<file path="src/rtl/flash_poll_pkg.sv">
package flash_poll_pkg;

    typedef enum logic [3:0] {
        ST_IDLE,
        ST_CMD,
        ST_EWAIT,
        ST_RECOV,
        ST_QUIET,
        ST_POLL_RD,
        ST_POLL_GAP,
        ST_RST_WR,
        ST_RESP
    } fp_state_e;

    localparam logic [11:0] UNLOCK_A1 = 12'h555;
    localparam logic [11:0] UNLOCK_A2 = 12'h2AA;
    localparam logic [7:0]  UNLOCK_D1 = 8'hAA;
    localparam logic [7:0]  UNLOCK_D2 = 8'h55;
    localparam logic [7:0]  OP_PROG   = 8'hA0;
    localparam logic [7:0]  OP_ERSET  = 8'h80;
    localparam logic [7:0]  OP_SECT   = 8'h30;
    localparam logic [7:0]  OP_RESET  = 8'hF0;

    localparam int unsigned PROG_LAST_STEP  = 3;
    localparam int unsigned ERASE_LAST_STEP = 5;

endpackage

</file>
<file path="src/rtl/flash_cmd_seq.sv">
module flash_cmd_seq
    import flash_poll_pkg::*;
#(
    parameter int unsigned AW = 16,
    parameter int unsigned DW = 16
) (
    input  logic          is_erase,
    input  logic [2:0]    step,
    input  logic [AW-1:0] tgt_addr,
    input  logic [AW-1:0] sect_addr,
    input  logic [DW-1:0] tgt_data,
    output logic [AW-1:0] cmd_addr,
    output logic [DW-1:0] cmd_data
);
    localparam logic [AW-1:0] A1 = AW'(UNLOCK_A1);
    localparam logic [AW-1:0] A2 = AW'(UNLOCK_A2);

    always_comb begin
        cmd_addr = '0;
        cmd_data = '0;
        if (!is_erase) begin
            unique case (step)
                3'd0: begin cmd_addr = A1; cmd_data = DW'(UNLOCK_D1); end
                3'd1: begin cmd_addr = A2; cmd_data = DW'(UNLOCK_D2); end
                3'd2: begin cmd_addr = A1; cmd_data = DW'(OP_PROG);   end
                default: begin cmd_addr = tgt_addr; cmd_data = tgt_data; end
            endcase
        end else begin
            unique case (step)
                3'd0: begin cmd_addr = A1; cmd_data = DW'(UNLOCK_D1); end
                3'd1: begin cmd_addr = A2; cmd_data = DW'(UNLOCK_D2); end
                3'd2: begin cmd_addr = A1; cmd_data = DW'(OP_ERSET);  end
                3'd3: begin cmd_addr = A1; cmd_data = DW'(UNLOCK_D1); end
                3'd4: begin cmd_addr = A2; cmd_data = DW'(UNLOCK_D2); end
                default: begin cmd_addr = sect_addr; cmd_data = DW'(OP_SECT); end
            endcase
        end
    end
endmodule

</file>
<file path="src/rtl/flash_status_judge.sv">
module flash_status_judge #(
    parameter int unsigned DW = 16
) (
    input  logic          is_erase,
    input  logic [DW-1:0] rdata,
    input  logic [DW-1:0] wdata,
    output logic          complete
);
    logic [DW-1:0] mask;
    logic [DW-1:0] expect_v;

    generate
        if (DW == 16) begin : g_word
            assign mask = DW'(16'h8080);
        end else begin : g_byte
            assign mask = DW'(8'h80);
        end
    endgenerate

    assign expect_v = is_erase ? {DW{1'b1}} : wdata;
    assign complete = ((rdata ^ expect_v) & mask) == '0;
endmodule

</file>
<file path="src/rtl/flash_poll_ctrl.sv">
module flash_poll_ctrl
    import flash_poll_pkg::*;
#(
    parameter int unsigned AW              = 20,
    parameter int unsigned DW              = 16,
    parameter int unsigned RECOV_CYC       = 300,
    parameter int unsigned ERASE_QUIET_CYC = 5000,
    parameter int unsigned POLL_LIMIT      = 4096
) (
    input  logic          clk,
    input  logic          rst_n,
    input  logic          req_valid,
    output logic          req_ready,
    input  logic          req_erase,
    input  logic          req_last,
    input  logic [AW-1:0] req_addr,
    input  logic [DW-1:0] req_data,
    input  logic          abort,
    output logic          resp_valid,
    output logic          resp_err,
    output logic [AW-1:0] fl_addr,
    output logic [DW-1:0] fl_wdata,
    input  logic [DW-1:0] fl_rdata,
    output logic          fl_we_n,
    output logic          fl_oe_n
);
    localparam int unsigned TMAX = (RECOV_CYC > ERASE_QUIET_CYC) ? RECOV_CYC : ERASE_QUIET_CYC;
    localparam int unsigned TW   = $clog2(TMAX + 1);
    localparam int unsigned PW   = $clog2(POLL_LIMIT + 1);
    localparam logic [TW-1:0] RECOV_LOAD = TW'(RECOV_CYC - 1);
    localparam logic [TW-1:0] QUIET_LOAD = TW'(ERASE_QUIET_CYC - 1);
    localparam logic [PW-1:0] PCNT_LAST  = PW'(POLL_LIMIT - 1);

    typedef struct packed {
        fp_state_e     st;
        logic          ph;
        logic [2:0]    step;
        logic [TW-1:0] tmr;
        logic [PW-1:0] pcnt;
        logic [AW-1:0] addr;
        logic [AW-1:0] sect;
        logic [DW-1:0] data;
        logic          erase;
        logic          last;
        logic          err;
    } fp_regs_t;

    fp_regs_t r_q, r_d;

    logic [AW-1:0] cmd_addr;
    logic [DW-1:0] cmd_data;
    logic          poll_ok;
    logic          last_step;
    logic          busy;

    flash_cmd_seq #(.AW(AW), .DW(DW)) seq_i (
        .is_erase (r_q.erase),
        .step     (r_q.step),
        .tgt_addr (r_q.addr),
        .sect_addr(r_q.sect),
        .tgt_data (r_q.data),
        .cmd_addr (cmd_addr),
        .cmd_data (cmd_data)
    );

    flash_status_judge #(.DW(DW)) judge_i (
        .is_erase(r_q.erase),
        .rdata   (fl_rdata),
        .wdata   (r_q.data),
        .complete(poll_ok)
    );

    assign last_step = r_q.erase ? (r_q.step == 3'(ERASE_LAST_STEP))
                                 : (r_q.step == 3'(PROG_LAST_STEP));

    assign busy = (r_q.st != ST_IDLE) && (r_q.st != ST_RST_WR) && (r_q.st != ST_RESP);

    always_comb begin
        r_d = r_q;
        if (busy && abort) begin
            r_d.st  = ST_RST_WR;
            r_d.err = 1'b1;
        end else begin
            unique case (r_q.st)
                ST_IDLE: begin
                    if (req_valid) begin
                        r_d.st    = ST_CMD;
                        r_d.addr  = req_addr;
                        r_d.sect  = req_addr;
                        r_d.data  = req_data;
                        r_d.erase = req_erase;
                        r_d.last  = req_last;
                        r_d.step  = '0;
                        r_d.ph    = 1'b0;
                        r_d.pcnt  = '0;
                        r_d.err   = 1'b0;
                    end
                end
                ST_CMD: begin
                    if (!r_q.ph) begin
                        r_d.ph = 1'b1;
                    end else begin
                        r_d.ph = 1'b0;
                        if (!last_step) begin
                            r_d.step = r_q.step + 3'd1;
                        end else if (!r_q.erase) begin
                            r_d.st  = ST_RECOV;
                            r_d.tmr = RECOV_LOAD;
                        end else if (r_q.last) begin
                            r_d.st  = ST_QUIET;
                            r_d.tmr = QUIET_LOAD;
                        end else begin
                            r_d.st = ST_EWAIT;
                        end
                    end
                end
                ST_EWAIT: begin
                    if (req_valid) begin
                        r_d.st   = ST_CMD;
                        r_d.sect = req_addr;
                        r_d.last = req_last;
                        r_d.ph   = 1'b0;
                    end
                end
                ST_RECOV, ST_QUIET: begin
                    if (r_q.tmr == '0) begin
                        r_d.st = ST_POLL_RD;
                    end else begin
                        r_d.tmr = r_q.tmr - TW'(1);
                    end
                end
                ST_POLL_RD: begin
                    if (poll_ok) begin
                        r_d.st = ST_RESP;
                    end else if (r_q.pcnt == PCNT_LAST) begin
                        r_d.st  = ST_RST_WR;
                        r_d.err = 1'b1;
                    end else begin
                        r_d.pcnt = r_q.pcnt + PW'(1);
                        r_d.st   = ST_POLL_GAP;
                    end
                end
                ST_POLL_GAP: r_d.st = ST_POLL_RD;
                ST_RST_WR:   r_d.st = ST_RESP;
                ST_RESP:     r_d.st = ST_IDLE;
                default:     r_d.st = ST_IDLE;
            endcase
        end
    end

    always_ff @(posedge clk or negedge rst_n) begin
        if (!rst_n) begin
            r_q <= '{st: ST_IDLE, default: '0};
        end else begin
            r_q <= r_d;
        end
    end

    always_comb begin
        fl_addr  = '0;
        fl_wdata = '0;
        fl_we_n  = 1'b1;
        fl_oe_n  = 1'b1;
        if (r_q.st == ST_CMD && !r_q.ph) begin
            fl_addr  = cmd_addr;
            fl_wdata = cmd_data;
            fl_we_n  = 1'b0;
        end else if (r_q.st == ST_RST_WR) begin
            fl_wdata = DW'(OP_RESET);
            fl_we_n  = 1'b0;
        end else if (r_q.st == ST_POLL_RD) begin
            fl_addr = r_q.addr;
            fl_oe_n = 1'b0;
        end
    end

    assign req_ready  = (r_q.st == ST_IDLE) || (r_q.st == ST_EWAIT);
    assign resp_valid = (r_q.st == ST_RESP);
    assign resp_err   = (r_q.st == ST_RESP) && r_q.err;

endmodule

</file>
<file path="config.mk">
export PLATFORM = sky130hd
export DESIGN_NAME = flash_poll_ctrl
export DESIGN_NICKNAME = d
export VERILOG_FILES = /design/src/rtl/flash_poll_pkg.sv /design/src/rtl/flash_cmd_seq.sv /design/src/rtl/flash_status_judge.sv /design/src/rtl/flash_poll_ctrl.sv
export SDC_FILE = /design/constraint.sdc
export NUM_CORES = 1
export LEC_CHECK = 0
export BUFFER_PORTS_ARGS = -buffer_cell sky130_fd_sc_hd__buf_2
export CORE_ASPECT_RATIO = 0.5
export CORE_MARGIN = 2
export CORE_UTILIZATION = 55
export DETAILED_ROUTE_END_ITERATION = 16
export PLACE_DENSITY = 0.79
export SYNTH_ARGS = -nofsm -noshare
export SYNTH_HDL_FRONTEND = slang
export SYNTH_SLANG_ARGS = --single-unit
</file>
<file path="constraint.sdc">
create_clock -name clk -period 7.4 [get_ports clk]
set_input_delay 1.11 -clock clk [delete_from_list [all_inputs] [get_ports clk]]
set_output_delay 1.11 -clock clk [all_outputs]
set_load 0.05 [all_outputs]
</file>
# After elaboration in Yosys (flattened, before gate mapping)

Index checks and enable logic that the tools add are counted.

Bits in registers: 93
Bits in latches: 0
Memory bits (writable): 0
Memory bits (read-only): 0
Bits of input ports: 58
Output and inout bits: 41
Word-level logic and storage cells: 130
Memories: 0

Add/subtract/negate cells: 3
$mul: 0
Div/mod/pow operators: 0
Order comparisons: 0
Equality and inequality tests: 32
Shift operators: 0
Muxes and demuxes: 51
Bitwise gates (word level): 2
Reduce and logical (&&, ||, !) cells: 31

Operator list:

| operator                | number |
|---|---|
| $pmux W20 S2            | 3 |
| $mux W20                | 5 |
| $mux W13                | 6 |
| $mux W72                | 1 |
| $mux W16                | 4 |
| $pmux W13 S2            | 2 |
| $pmux W16 S3            | 1 |
| $pmux W4 S7             | 1 |
| $mux W4                 | 6 |
| $ne A3 B3 Y1 const B    | 8 |
| $pmux W8 S3             | 1 |
| $eq A4 B3 Y1 const B    | 4 |
| $logic_not A16 Y1       | 1 |
| $mux W8                 | 2 |
| $ne A2 B2 Y1 const B    | 8 |
| $xor A16 B16 Y16        | 1 |
| $reduce_and A5 Y1       | 3 |
| $add A13 B1 Y13 const B | 1 |
| $eq A13 B12 Y1 const B  | 1 |
| $logic_not A13 Y1       | 1 |
| $sub A13 B1 Y13 const B | 1 |
| $mux W1                 | 12 |
| $reduce_and A4 Y1       | 3 |
| $eq A4 B2 Y1 const B    | 2 |
| 26 further kinds        | 41 |

# Logic depth before layout (Yosys ltp)

Depth in word-level cells: 6
Gate-level depth with buffers: 10
Gate-level depth less buffers: 7

# By module

A second synthesis with hierarchy kept.

Cell total of the unflattened synthesis: 721
Area total of the unflattened synthesis: 5734.2 µm²

Modules (own cells, without submodules):

| module             | times used | cells each | area an instance (µm²) | seq. area each (µm²) |
|---|---|---|---|---|
| flash_poll_ctrl    | 1          | 583        | 4916.0                 | 2327.2 |
| flash_cmd_seq      | 1          | 131        | 767.0                  | 0.0 |
| flash_status_judge | 1          | 7          | 51.3                   | 0.0 |

# Least setup slack after synthesis

No wires, ideal clock.

Kind: register -> output
From: reg r_q[91] (netlist name)
To: out fl_wdata[1]
Data arrival time: 2.877 ns
Data required time: 6.290 ns
Setup slack: 3.413 ns
Cell stages (with the launch flop): 7
Path buffers: 2
Cell sequence: dfrtp_1 -> clkbuf_1 -> nor4b_1 -> nand2b_1 -> clkbuf_1 -> a21oi_1 -> a21boi_0

Longest elaborated chain between the ends: 3

RTL lines:

| item                   | line                   | RTL |
|---|---|---|
| from (decl)            | flash_poll_ctrl.sv:48  | `fp_regs_t r_q, r_d;` |
| from (signal assigned) | flash_poll_ctrl.sv:155 | `r_q <= r_d;` |
| $eq A4 B1 Y1           | flash_poll_ctrl.sv:164 | `if (r_q.st == ST_CMD && !r_q.ph) begin` |
| $logic_and A1 B1 Y1    | flash_poll_ctrl.sv:164 |  |
| $mux W16               | flash_poll_ctrl.sv:164 |  |
| to (decl)              | flash_poll_ctrl.sv:22  | `output logic [DW-1:0] fl_wdata,` |

Every way passes these cells.

# Final worst setup path

From: reg r_q[89] (netlist name)
To: out fl_addr[10]

Longest elaborated chain between the ends: 4
Elaborated cells on any way between the ends: 7
Classes of those cells: 3 x eq/ne; 3 x mux; 1 x reduce/logical

RTL lines:

| item         | line                   | RTL |
|---|---|---|
| $eq A4 B3 Y1 | flash_poll_ctrl.sv:171 | `end else if (r_q.st == ST_POLL_RD) begin` |
| $mux W20     | flash_poll_ctrl.sv:171 |  |
| $mux W20     | flash_poll_ctrl.sv:168 | `end else if (r_q.st == ST_RST_WR) begin` |
| $mux W20 *   | flash_poll_ctrl.sv:164 |  |
| to (decl)    | flash_poll_ctrl.sv:21  | `output logic [AW-1:0] fl_addr,` |

Every way passes the cells marked *; elsewhere a longest branch is shown, timed or not.

==> results.tsv <==
stage	metric	value	unit
flow_run	number of maximum-capacitance constraint violations	0	
final_layout	largest registers ranked by flip-flop count	r_q (93)	
synth	Post-Syn Instances	591	
outcome	run status	completed	
clocking	number of buffers between clock root and the deepest sink	2	
pwr	total power divided by cell area	441	nW/um^2
synth	share of synthesized flip-flops with an asynchronous set or reset	100	%
floorplanning	core area	8920	sq um
place	count of input and output buffers	84	
route	vias	4643	
critical_path	crit end category	primary output	
clocking	number of hold-repair buffers added at the cts stage	0	
critical_path	Critical Path RT	6.29	ns
clocking	Clock Latency Late Sink	0.35	ns
floorplanning	floorplan die width	141	um
synth	nets in the synthesized netlist	657	
route	Starting DRT DRC Count	337	
floorplanning	area enclosed by the die boundary	10200	sq um
final_layout	filler cell count in the final layout	736	
critical_path	number of buffer and inverter stages on the critical path	1	
clocking	depth of the CTS H-tree	3	
sta	final sum of negative setup slack	0	ns
sta	total of endpoints with negative setup slack in the final report	0	
sta	max-slew violation total from the final report	0	
sta	final clock period utilization by the worst path	61.0	%
clocking	clock-pin slew of the registers on the worst-case setup and hold paths	0.07	ns
route	drt wl/cell	16.4	um
sta	setup skew after layout	0.00677	ns
sta	normalized max-slew margin	23.4	%
hold_path	class of the tightest hold or removal check	flip-flop to flip-flop	
floorplanning	# IOs	99	
route	via-per-instance ratio	6.01	
final_layout	top register by number of flip-flops	r_q	
final_layout	antenna cell count	0	
critical_path	category of the most critical setup path	flip-flop to primary output	
clocking	clock tree from TritonCTS	done	
floorplanning	initial core utilization	58.0	%
final_layout	max reg flops	93	
global_route	number of global-route vias before repair	4433	
synth	number of storage elements in the synthesis netlist	93	
clocking	CTS Buf Count	9	
synth	number of library cell types mapped by synthesis	60	
clocking	Root Buffer	sky130_fd_sc_hd__clkbuf_16	
sta	worst hold slack after final layout	0.468	ns
floorplanning	Placement Rows	24	
global_route	grt ovf	0	
critical_path	largest driver fanout on the critical path	22	
sta	timing-limited maximum frequency	221	MHz
route	TritonRoute pass-1 iters	5	
final_layout	area of the multi-input gates	2640	sq um
critical_path	CP Cell Sequence	nor4b_1 -> nand2b_1 -> a21o_1 -> o21ai_0 -> o2bb2ai_1 -> buf_2	
critical_path	element type at the critical path start	flip-flop	
clocking	post-cts sizing count	0	
route	total detailed-routing wirelength	12.7	mm
pwr	Max IR drop VDD	0.000261	V
clocking	number of buffers inserted by post-CTS setup repair	0	
sta	final hold violations	0	
sta	setup repair after global routing missed its margin	no	
sta	transition time at the pin with the least slew margin	1.15	ns
route	number of nets with antenna violations after routing	0	
global_route	first-pass GRT wire length	20.9	mm
pwr	LEAKAGE	0.00289	uW
synth	cell area after technology mapping	5170	sq um
synth	Syn. warnings	0	
critical_path	signal arrival time at the worst endpoint	3.40	ns
critical_path	slowest cell on the critical path	sky130_fd_sc_hd__nor4b_1	
global_route	total global routing track utilization	25.8	%
critical_path	cell class contributing the biggest share of worst-path delay	simple AND/OR/NAND/NOR gates	
global_route	largest net degree at the start of global routing	71	
final_layout	Reg area	2330	sq um
floorplanning	Die Span Y	72.6	um
clocking	total number of clock tree sinks	93	
global_route	initial antenna violation count	0	
place	final weighted congestion in routability-driven placement	0.863	
final_layout	net count of the finished layout	717	
synth	sequential area share after synthesis	45.0	%
final_layout	share of post-route cells with drive strength above 1	21.0	%
synth	Top FF cell, synth	sky130_fd_sc_hd__dfrtp_1	
critical_path	largest stage delay on the critical path	0.88	ns
place	Post-DP HPWL	8.43	mm
final_layout	area overhead of the layout relative to synthesis	14.6	%
synth	average size of a mapped cell	8.75	sq um
synth	number of flops mapped to enable cells by yosys	0	
route	number of remaining DRC errors	0	
sta	Final Critical Period	4.51	ns
==> Yosys cell counts (6+ instances only) <==
cell type                   instances  area [sq um]
sky130_fd_sc_hd__a21o_1             8          60.1
sky130_fd_sc_hd__a21oi_1           37           185
sky130_fd_sc_hd__a22o_1             9          78.8
sky130_fd_sc_hd__a31oi_1            6          37.5
sky130_fd_sc_hd__and2_1            12          75.1
sky130_fd_sc_hd__and3_1             8          50.1
sky130_fd_sc_hd__clkbuf_1          31           116
sky130_fd_sc_hd__dfrtp_1           93          2330
sky130_fd_sc_hd__ha_1               8           100
sky130_fd_sc_hd__inv_1             11          41.3
sky130_fd_sc_hd__mux2_2            23           259
sky130_fd_sc_hd__mux2i_1            6          60.1
sky130_fd_sc_hd__nand2_1          141           529
sky130_fd_sc_hd__nand2b_1           6          37.5
sky130_fd_sc_hd__nand3_1           16          80.1
sky130_fd_sc_hd__nor2_1            32           120
sky130_fd_sc_hd__nor3_1            12          60.1
sky130_fd_sc_hd__o21ai_0           30           150
sky130_fd_sc_hd__o2bb2ai_1          6          52.6
sky130_fd_sc_hd__o31ai_1           15           113
sky130_fd_sc_hd__or4_1              7          52.6
==> report_power, final <==
part	total, uW	switching [uW]	internal, uW	leakage [uW]
Clock	479	205	274	0.000149
Combinational	1170	770	400	0.00158
Sequential	965	227	738	0.00116
Total	2610	1200	1410	0.00289
==> final timing paths <==
path,cells after the start,from,slack [ns],end
max,6,r_q[89],2.89,fl_addr[10]
min,2,r_q[13],0.47,r_q[13]
max reg2reg,5,r_q[89],4.44,r_q[69]
min reg2reg,2,r_q[13],0.47,r_q[13]
max in group asynchronous,2,rst_n,5.55,r_q[40]
min in group asynchronous,1,rst_n,0.65,r_q[82]
==> kinds of logic after synthesis <==
family | share of synthesized area [%]
fa+ha+maj | 1.94
flops | 45.0
buf+inv | 3.99
simple gates | 24.2
compound gates | 18.5
mux | 6.17
xor+xnor | 0.169
==> worst register-to-register path: stages, from the launching register on <==
cell and delay (ns):
sky130_fd_sc_hd__dfrtp_1 0.71, sky130_fd_sc_hd__nor3b_4 0.56, sky130_fd_sc_hd__inv_2 0.22, sky130_fd_sc_hd__or3_1 0.63, sky130_fd_sc_hd__or4_1 0.59, sky130_fd_sc_hd__a21oi_1 0.17
==> layout by cell type, fill, tap and decap left out, drive strengths merged, types with 3 or more instances in the layout <==
cell,n
o22a,4
and3,8
a21boi,3
a21oi,37
a32o,3
a21o,8
nor2,33
buf,89
mux2,23
mux2i,6
a221oi,5
dfrtp,93
nor3,12
nand3,16
or4,7
and2,12
nand2,141
inv,14
a22o,9
a31oi,6
o21ai,30
o31ai,15
nor3b,6
nand2b,7
clkbuf,10
nor4,3
nand4,4
ha,8
o2bb2ai,6
==> final cells by class <==
| cell class | count | area share (%) |
|---|---|---|
| clock buffer | 10 | 4.03 |
| clock inverter | 6 | 1.16 |
| timing repair buffer | 89 | 7.77 |
| tap | 117 | 2.47 |
| sequential | 93 | 39.3 |
| inverter | 12 | 0.760 |
| multi-input combinational | 446 | 44.5 |
==> metrics by stage <==
stage	utilization, %	setup slack (ns)	instance area, sq um	total power, uW	instances
4_1_cts	66.4	2.94	5920	2610	773
6_report	66.4	2.89	5920	2610	773
5_1_grt	66.4	2.66	5920	2790	773
3_3_place_gp	63.0	3.34	5620	2080	757
2_1_floorplan	-	3.41	5170	1840	591
3_5_place_dp	63.0	3.31	5620	2120	757
==> routing by layer <==
| metal | GRT usage, % | vias to the layer above | wire length, um |
|---|---|---|---|
| li1 | - | 2221 | - |
| met3 | 6.34 | 13 | 759 |
| met5 | 0 | - | 0 |
| met4 | 5.89 | 0 | 134 |
| met2 | 44.1 | 147 | 5990 |
| met1 | 34.0 | 2262 | 5770 |
(Power assumes the default switching activity.)
